--- src/rtl/ced_pkg.sv ---
package ced_pkg;

    typedef enum logic [2:0] {
        S_IDLE,
        S_RISE,
        S_ON,
        S_FALL,
        S_GAP
    } seq_state_t;

    localparam logic [2:0] A_RISE_AN  = 3'd0;
    localparam logic [2:0] A_RISE_ON  = 3'd1;
    localparam logic [2:0] A_FALL_OFF = 3'd2;
    localparam logic [2:0] A_HOLD     = 3'd3;
    localparam logic [2:0] A_CTRL     = 3'd4;
    localparam logic [2:0] A_CLEAR    = 3'd5;

    localparam int CTL_TX   = 0;
    localparam int CTL_FE   = 1;
    localparam int CTL_MODE = 2;

endpackage

--- src/rtl/ced_mode_judge.sv ---
module ced_mode_judge #(
    parameter int DLY_W = 24,
    parameter int PU1   = 4,
    parameter int PU2   = 8
) (
    input  logic [1:0]       req,
    input  logic [DLY_W-1:0] rise_an,
    output logic [1:0]       eff
);
    localparam logic [DLY_W-1:0] PU1_V = DLY_W'(PU1);
    localparam logic [DLY_W-1:0] PU2_V = DLY_W'(PU2);

    always_comb begin
        eff = req;
        if (eff >= 2'd2 && rise_an < PU2_V) begin
            eff = 2'd1;
        end
        if (eff >= 2'd1 && rise_an < PU1_V) begin
            eff = 2'd0;
        end
    end
endmodule

--- src/rtl/ced_cfg_bank.sv ---
module ced_cfg_bank
    import ced_pkg::*;
#(
    parameter int DLY_W = 24,
    parameter int PU1   = 4,
    parameter int PU2   = 8
) (
    input  logic             clk,
    input  logic             rst_n,
    input  logic             cfg_we,
    input  logic [2:0]       cfg_addr,
    input  logic [DLY_W-1:0] cfg_wdata,
    input  logic             idle,
    input  logic             gap_hit,
    output logic [DLY_W-1:0] rise_an,
    output logic [DLY_W-1:0] rise_on,
    output logic [DLY_W-1:0] fall_off,
    output logic [DLY_W-1:0] hold,
    output logic             tx,
    output logic             fe_en,
    output logic [1:0]       mode_eff,
    output logic             mode_fallback,
    output logic             cfg_err,
    output logic             gap_viol,
    output logic             wr_rej
);
    logic       is_cfg_addr;
    logic       wr_ok;
    logic       wr_bad;
    logic       clr_wr;
    logic [1:0] mode_req;
    logic [1:0] j_req;
    logic [DLY_W-1:0] j_an;
    logic [1:0] j_eff;

    assign is_cfg_addr = (cfg_addr <= A_CTRL);
    assign wr_ok       = cfg_we && is_cfg_addr && idle;
    assign wr_bad      = cfg_we && is_cfg_addr && !idle;
    assign clr_wr      = cfg_we && (cfg_addr == A_CLEAR);

    // Legality is judged against the values that will be stored after this write.
    assign j_req = (cfg_we && cfg_addr == A_CTRL) ? cfg_wdata[CTL_MODE +: 2] : mode_req;
    assign j_an  = (cfg_we && cfg_addr == A_RISE_AN) ? cfg_wdata : rise_an;

    ced_mode_judge #(.DLY_W(DLY_W), .PU1(PU1), .PU2(PU2)) u_judge (
        .req     (j_req),
        .rise_an (j_an),
        .eff     (j_eff)
    );

    always_ff @(posedge clk or negedge rst_n) begin
        if (!rst_n) begin
            rise_an  <= '0;
            rise_on  <= '0;
            fall_off <= '0;
            hold     <= '0;
            tx       <= 1'b0;
            fe_en    <= 1'b0;
            mode_req <= 2'd0;
            mode_eff <= 2'd0;
        end else if (wr_ok) begin
            unique case (cfg_addr)
                A_RISE_AN: begin
                    rise_an  <= cfg_wdata;
                    mode_eff <= j_eff;
                end
                A_RISE_ON:  rise_on  <= cfg_wdata;
                A_FALL_OFF: fall_off <= cfg_wdata;
                A_HOLD:     hold     <= cfg_wdata;
                A_CTRL: begin
                    tx       <= cfg_wdata[CTL_TX];
                    fe_en    <= cfg_wdata[CTL_FE];
                    mode_req <= cfg_wdata[CTL_MODE +: 2];
                    mode_eff <= j_eff;
                end
                default: ;
            endcase
        end
    end

    always_ff @(posedge clk or negedge rst_n) begin
        if (!rst_n) begin
            gap_viol <= 1'b0;
            wr_rej   <= 1'b0;
        end else begin
            if (gap_hit) begin
                gap_viol <= 1'b1;
            end else if (clr_wr && cfg_wdata[0]) begin
                gap_viol <= 1'b0;
            end
            if (wr_bad) begin
                wr_rej <= 1'b1;
            end else if (clr_wr && cfg_wdata[1]) begin
                wr_rej <= 1'b0;
            end
        end
    end

    assign mode_fallback = (mode_eff != mode_req);

    always_comb begin
        cfg_err = 1'b0;
        if (fe_en && rise_on < rise_an) begin
            cfg_err = 1'b1;
        end
        if (tx && hold > fall_off) begin
            cfg_err = 1'b1;
        end
        if (!tx && fall_off > hold) begin
            cfg_err = 1'b1;
        end
    end
endmodule

--- src/rtl/ced_seq_fsm.sv ---
module ced_seq_fsm
    import ced_pkg::*;
#(
    parameter int DLY_W = 24
) (
    input  logic             clk,
    input  logic             rst_n,
    input  logic             chan_en,
    input  logic [DLY_W-1:0] rise_an,
    input  logic [DLY_W-1:0] rise_on,
    input  logic [DLY_W-1:0] fall_off,
    input  logic [DLY_W-1:0] hold,
    input  logic             fe_en,
    input  logic [DLY_W-1:0] pd_extra,
    output logic             analog_on,
    output logic             fe_on,
    output logic             dp_on,
    output logic             busy,
    output logic             idle,
    output logic             gap_hit
);
    localparam int CW = DLY_W + 2;
    localparam logic [CW-1:0] CNT_MAX = '1;

    seq_state_t state, state_nx;
    logic [CW-1:0] cnt, cnt_nx, cnt_inc;
    logic          en_d;
    logic          an_seen, an_seen_nx;
    logic          fe_seen, fe_seen_nx;
    logic          rise_edge, fall_edge;
    logic [CW-1:0] ra_x, ro_x, fo_x, ho_x, pd_x;
    logic [CW-1:0] fe_part, f_len, g_len;
    logic          rise_done;

    assign ra_x = {2'b00, rise_an};
    assign ro_x = {2'b00, rise_on};
    assign fo_x = {2'b00, fall_off};
    assign ho_x = {2'b00, hold};
    assign pd_x = {2'b00, pd_extra};

    assign rise_edge = chan_en && !en_d;
    assign fall_edge = !chan_en && en_d;
    assign cnt_inc   = (cnt == CNT_MAX) ? cnt : cnt + 1'b1;

    assign fe_part   = fe_seen ? fo_x : '0;
    assign f_len     = (ho_x > fe_part) ? ho_x : fe_part;
    assign g_len     = f_len + pd_x;
    assign rise_done = (cnt >= ra_x) && (!fe_en || cnt >= ro_x);

    // Next-state logic
    always_comb begin
        state_nx   = state;
        cnt_nx     = cnt_inc;
        an_seen_nx = an_seen;
        fe_seen_nx = fe_seen;
        gap_hit    = 1'b0;
        unique case (state)
            S_IDLE: begin
                cnt_nx = '0;
                if (rise_edge) begin
                    state_nx = S_RISE;
                end
            end
            S_RISE: begin
                if (fall_edge) begin
                    state_nx   = S_FALL;
                    cnt_nx     = '0;
                    an_seen_nx = (cnt >= ra_x);
                    fe_seen_nx = fe_en && (cnt >= ro_x);
                end else if (rise_done) begin
                    state_nx = S_ON;
                end
            end
            S_ON: begin
                cnt_nx = cnt;
                if (fall_edge) begin
                    state_nx   = S_FALL;
                    cnt_nx     = '0;
                    an_seen_nx = 1'b1;
                    fe_seen_nx = fe_en;
                end
            end
            S_FALL, S_GAP: begin
                if (rise_edge) begin
                    if (cnt >= g_len) begin
                        state_nx = S_RISE;
                        cnt_nx   = '0;
                    end else begin
                        gap_hit = 1'b1;
                    end
                end else if (cnt >= g_len) begin
                    state_nx = S_IDLE;
                end else if (state == S_FALL && cnt >= f_len) begin
                    state_nx = S_GAP;
                end
            end
            default: begin
                state_nx = S_IDLE;
            end
        endcase
    end

    // State register
    always_ff @(posedge clk or negedge rst_n) begin
        if (!rst_n) begin
            state   <= S_IDLE;
            cnt     <= '0;
            en_d    <= 1'b0;
            an_seen <= 1'b0;
            fe_seen <= 1'b0;
        end else begin
            state   <= state_nx;
            cnt     <= cnt_nx;
            en_d    <= chan_en;
            an_seen <= an_seen_nx;
            fe_seen <= fe_seen_nx;
        end
    end

    // Outputs
    always_comb begin
        analog_on = 1'b0;
        fe_on     = 1'b0;
        dp_on     = 1'b0;
        unique case (state)
            S_IDLE: ;
            S_RISE: begin
                analog_on = (cnt >= ra_x);
                fe_on     = fe_en && (cnt >= ro_x);
                dp_on     = 1'b1;
            end
            S_ON: begin
                analog_on = 1'b1;
                fe_on     = fe_en;
                dp_on     = 1'b1;
            end
            S_FALL: begin
                analog_on = an_seen && (cnt < ho_x);
                fe_on     = fe_seen && (cnt < fo_x);
                dp_on     = (cnt < ho_x);
            end
            S_GAP: ;
            default: ;
        endcase
    end

    assign busy = (state != S_IDLE);
    assign idle = (state == S_IDLE) && !chan_en;
endmodule

--- src/rtl/chan_enable_seq.sv ---
module chan_enable_seq #(
    parameter int DLY_W = 24,
    parameter int PU1   = 4,
    parameter int PU2   = 8,
    parameter int PD1   = 3,
    parameter int PD2   = 6
) (
    input  logic             clk,
    input  logic             rst_n,
    input  logic             chan_en,
    input  logic             cfg_we,
    input  logic [2:0]       cfg_addr,
    input  logic [DLY_W-1:0] cfg_wdata,
    output logic             analog_on,
    output logic             fe_on,
    output logic             dp_on,
    output logic             busy,
    output logic             cfg_err,
    output logic [1:0]       mode_eff,
    output logic             mode_fallback,
    output logic             gap_viol,
    output logic             wr_rej
);
    logic [DLY_W-1:0] rise_an, rise_on, fall_off, hold, pd_extra;
    logic             tx, fe_en, idle, gap_hit;

    ced_cfg_bank #(.DLY_W(DLY_W), .PU1(PU1), .PU2(PU2)) u_cfg (
        .clk           (clk),
        .rst_n         (rst_n),
        .cfg_we        (cfg_we),
        .cfg_addr      (cfg_addr),
        .cfg_wdata     (cfg_wdata),
        .idle          (idle),
        .gap_hit       (gap_hit),
        .rise_an       (rise_an),
        .rise_on       (rise_on),
        .fall_off      (fall_off),
        .hold          (hold),
        .tx            (tx),
        .fe_en         (fe_en),
        .mode_eff      (mode_eff),
        .mode_fallback (mode_fallback),
        .cfg_err       (cfg_err),
        .gap_viol      (gap_viol),
        .wr_rej        (wr_rej)
    );

    always_comb begin
        unique case (mode_eff)
            2'd0:    pd_extra = '0;
            2'd1:    pd_extra = DLY_W'(PD1);
            default: pd_extra = DLY_W'(PD2);
        endcase
    end

    ced_seq_fsm #(.DLY_W(DLY_W)) u_fsm (
        .clk       (clk),
        .rst_n     (rst_n),
        .chan_en   (chan_en),
        .rise_an   (rise_an),
        .rise_on   (rise_on),
        .fall_off  (fall_off),
        .hold      (hold),
        .fe_en     (fe_en),
        .pd_extra  (pd_extra),
        .analog_on (analog_on),
        .fe_on     (fe_on),
        .dp_on     (dp_on),
        .busy      (busy),
        .idle      (idle),
        .gap_hit   (gap_hit)
    );
endmodule

--- config.mk ---
export PLATFORM = sky130hd
export DESIGN_NAME = chan_enable_seq
export DESIGN_NICKNAME = d
export VERILOG_FILES = /design/src/rtl/ced_pkg.sv /design/src/rtl/ced_mode_judge.sv /design/src/rtl/ced_cfg_bank.sv /design/src/rtl/ced_seq_fsm.sv /design/src/rtl/chan_enable_seq.sv
export SDC_FILE = /design/constraint.sdc
export NUM_CORES = 1
export LEC_CHECK = 0
export BUFFER_PORTS_ARGS = -buffer_cell sky130_fd_sc_hd__buf_4
export CAP_MARGIN = 20
export CORE_MARGIN = 2
export CORE_UTILIZATION = 30
export DETAILED_ROUTE_END_ITERATION = 10
export PLACE_DENSITY = 0.47
export SLEW_MARGIN = 20
export SYNTH_ARGS = -nofsm -noshare
export SYNTH_HDL_FRONTEND = slang
export SYNTH_SLANG_ARGS = --single-unit
--- constraint.sdc ---
create_clock -name clk -period 9.1 [get_ports clk]
set_input_delay 0.91 -clock clk [delete_from_list [all_inputs] [get_ports clk]]
set_output_delay 0.91 -clock clk [all_outputs]
set_load 0.1 [all_outputs]
==> qor.yml <==
outcome:
  status: "complete, no violations"
setup_path:
  r2r-end: "u_fsm.state[0]$_DFFE_PN0P_"
  r2r-start: "u_fsm.fe_seen$_DFFE_PN0P_"
  cp-end-kind: "flop"
  critPathLaunch: "u_fsm.fe_seen$_DFFE_PN0P_"
  crit_arrival_ps: 7480
  max_stage_delay_ps: 1050
  path_class: "reg -> reg"
  start_kind: "flop"
  required_ps: 9400
  crit_fanout: 33
  cp_common_cell: "ha_1"
  reg2reg_slack_ps: 1930
  path_buf_inv: 0
  critPathTopFamily: "compound AO/OA/AOI/OAI gates"
  critPathSlowestCell: "dfrtp_1"
  r2r_cells: 25
logic_synthesis:
  avgSynthCellArea_sq_um: 9.01
  yosys-top-cells-area: "dfrtp_1, ha_1, mux2_2, inv_1, nand2_1"
  synth_top_cell_by_area: "dfrtp_1"
  synthDistinctLibCells: 71
  synthTopCellsByCount: "ha_1, dfrtp_1, inv_1, nand2_1, nor2_1"
  netlist_area_sq_um: 12100
  async_reset_ff_share_pct: 100
  synth_top_area_share_pct: 28.2
  ys.flop_type: "dfrtp_1"
  yosysMostFrequentCell: "ha_1"
  synthCells: 1338
  ys_ff_latch: 136
  synth-edff-count: 0
  ys_seq_area_share_pct: 28.2
  syn_nets: 1588
  yosysWarningCount: 0
cts:
  cts_buffer_depth: 2
  clkLatencyLatePin_ps: 460
  cts_tree: "built"
  cts_resized: 0
  clock-sinks: 136
  cts_buffers: 17
  cts.hold.buffers_added: 0
  cts_setup_buffers: 0
  clk_pin_slew_ps: 70
  clockRootBuffer: "clkbuf_16"
  htree_levels: 4
routing:
  via_per_inst: 5.19
  ant_nets: 0
  firstDrtPassIters: 5
  wl_per_cell_um: 19.0
  drc: 0
  drt_wl_total_um: 36500
  drt_iter0_drc: 534
  via_count: 9954
grt:
  grt_pass1_vias: 9883
  grt_max_degree: 79
  grtUsageTotal_pct: 18.1
  grt_pass1_wl_um: 57400
  grt-ovfl-total: 0
  antenna_found_initial: 0
sta:
  fin_worst_skew_ps: 14.1
  layout_setup_ws_ps: 1930
  holdWs_ps: 483
  slew_viol_final: 0
  setup_viol_count_final: 0
  slew_headroom_pct: 26.3
  worstMarginPinSlew_ps: 1080
  hold_violations: 0
  tns_ps: 0
  rsz0062_at_grt: "no"
  fin_crit_sh_pct: 78.8
  fin_crit_ps: 7170
  fmax_mhz: 139
place:
  port_buffers: 40
  dp_worst_setup_slack_ps: 1940
  gp_congestion: 0.861
  dp_hpwl_um: 29800
die:
  num_rows: 73
  die_x_um: 204
  initial_core_util_pct: 30.3
  die_area_sq_um: 41800
  fp.coreArea_sq_um: 39700
  io_pins: 41
  die_y_um: 204
power:
  peakVddDrop_v: 0.000159
  leakage_uw: 0.00637
  power_uw: 4290
  power.density_nw_per_um2: 317
finish:
  area_growth_pct: 12.2
  fin_nets: 1630
  layout-drive-gt1-share_pct: 13.9
  antennaDiodeCount: 0
  fillCellCount: 4127
hold_path:
  worstHoldEndpoint: "u_cfg.wr_rej$_DFFE_PN0P_"
  hold_depth: 2
  min-delay-start: "u_cfg.wr_rej$_DFFE_PN0P_"
  hold_path_class: "reg -> reg"
job:
  drv_cap: 0
==> worst reg2reg max path: stages (launching register included) <==
cell	delay, ps
dfrtp_1	1050
nand2_1	350
ha_1	390
nand4_1	140
nor4_4	370
nor2_2	80
o211ai_4	270
and2_2	250
nand2_1	60
o21ai_0	120
ha_1	290
a21o_1	150
a21oi_1	680
nor2_1	150
nand3_1	160
nor3_1	70
o22ai_1	260
xnor2_1	160
ha_1	270
a21o_1	160
a2111oi_0	400
o211ai_1	170
a311oi_1	290
o211ai_1	280
a22oi_1	280
o221ai_1	150
==> logic make-up (layout without fill, tap and decap cells) <==
kind of cell             after synthesis  in the layout  synth area share, %
AND/OR/NAND/NOR                      423            423                 17.8
AO/OA/AOI/OAI                        287            287                 15.3
adder cells (fa/ha/maj)              219            219                 22.8
buffers and inverters                145            200                 4.90
flip-flops                           136            136                 28.2
multiplexers                          83             83                 7.71
XOR/XNOR                              45             45                 3.27
==> routing by layer <==
metal | up-vias | track usage [%] | share of wire, %
li1 | 4969 | - | -
met1 | 4824 | 24.5 | 49
met2 | 126 | 29.3 | 46
met3 | 35 | 2.50 | 2.4
met4 | 0 | 6.34 | 2.7
met5 | - | 0 | 0
==> cell usage in the layout, fill, tap and decap left out, drive strengths merged, types with 4 or more instances in the layout <==
cell / count
a2111oi: 7
a211oi: 13
a21o: 35
a21oi: 93
a22oi: 4
a31oi: 7
and2: 12
and3: 14
and4: 9
buf: 55
clkbuf: 17
dfrtp: 136
ha: 218
inv: 123
mux2: 79
mux2i: 4
nand2: 113
nand2b: 9
nand3: 42
nand3b: 4
nand4: 43
nor2: 95
nor2b: 15
nor3: 23
nor4: 19
o2111ai: 4
o211ai: 12
o21a: 6
o21ai: 78
or3: 11
or4: 4
xnor2: 20
xor2: 25
==> flip-flops by register name, summed over array words and instances (netlist names), 2 cells and up <==
register,flops
u_cfg.fall_off,24
u_cfg.rise_an,24
u_cfg.rise_on,24
u_fsm.state,3
u_fsm.cnt,26
u_cfg.hold,24
u_cfg.mode_eff,2
u_cfg.mode_req,2
==> how the worst max path moves through the flow <==
| stage | endpoint | slack (ps) | cells past startpoint |
|---|---|---|---|
| 2_1_floorplan | u_fsm.cnt[22]$_DFFE_PN0P_ | 2510 | 33 |
| 3_5_place_dp | u_fsm.state[0]$_DFFE_PN0P_ | 1940 | 25 |
| 5_1_grt | u_fsm.state[0]$_DFFE_PN0P_ | 1360 | 25 |
| 4_1_cts | u_fsm.state[0]$_DFFE_PN0P_ | 1900 | 25 |
| 3_3_place_gp | u_fsm.cnt[22]$_DFFE_PN0P_ | 2140 | 26 |
| 6_report | u_fsm.state[0]$_DFFE_PN0P_ | 1930 | 25 |
==> report_power, final <==
group	internal, uW	switching [uW]
Clock	360	318
Sequential	823	307
Combinational	934	1550
==> per-stage QoR <==
stage / instances / util, % / cell area, sq um
finish: 1918 / 34.0 / 13500
global route: 1918 / 34.0 / 13500
CTS: 1918 / 34.0 / 13500
detailed placement: 1886 / 32.6 / 13000
global placement: 1886 / 32.6 / 13000
floorplan: 1338 / - / 12100
==> area by class of cell <==
type                       instances  area [sq um]  area share (%)
multi-input combinational       1057          8060            59.6
sequential                       136          3400            25.2
tap                              525           657            4.86
clock buffer                      17           425            3.15
inverter                         113           424            3.14
timing repair buffer              55           417            3.08
clock inverter                    15           134           0.990
(Power assumes the default switching activity.)
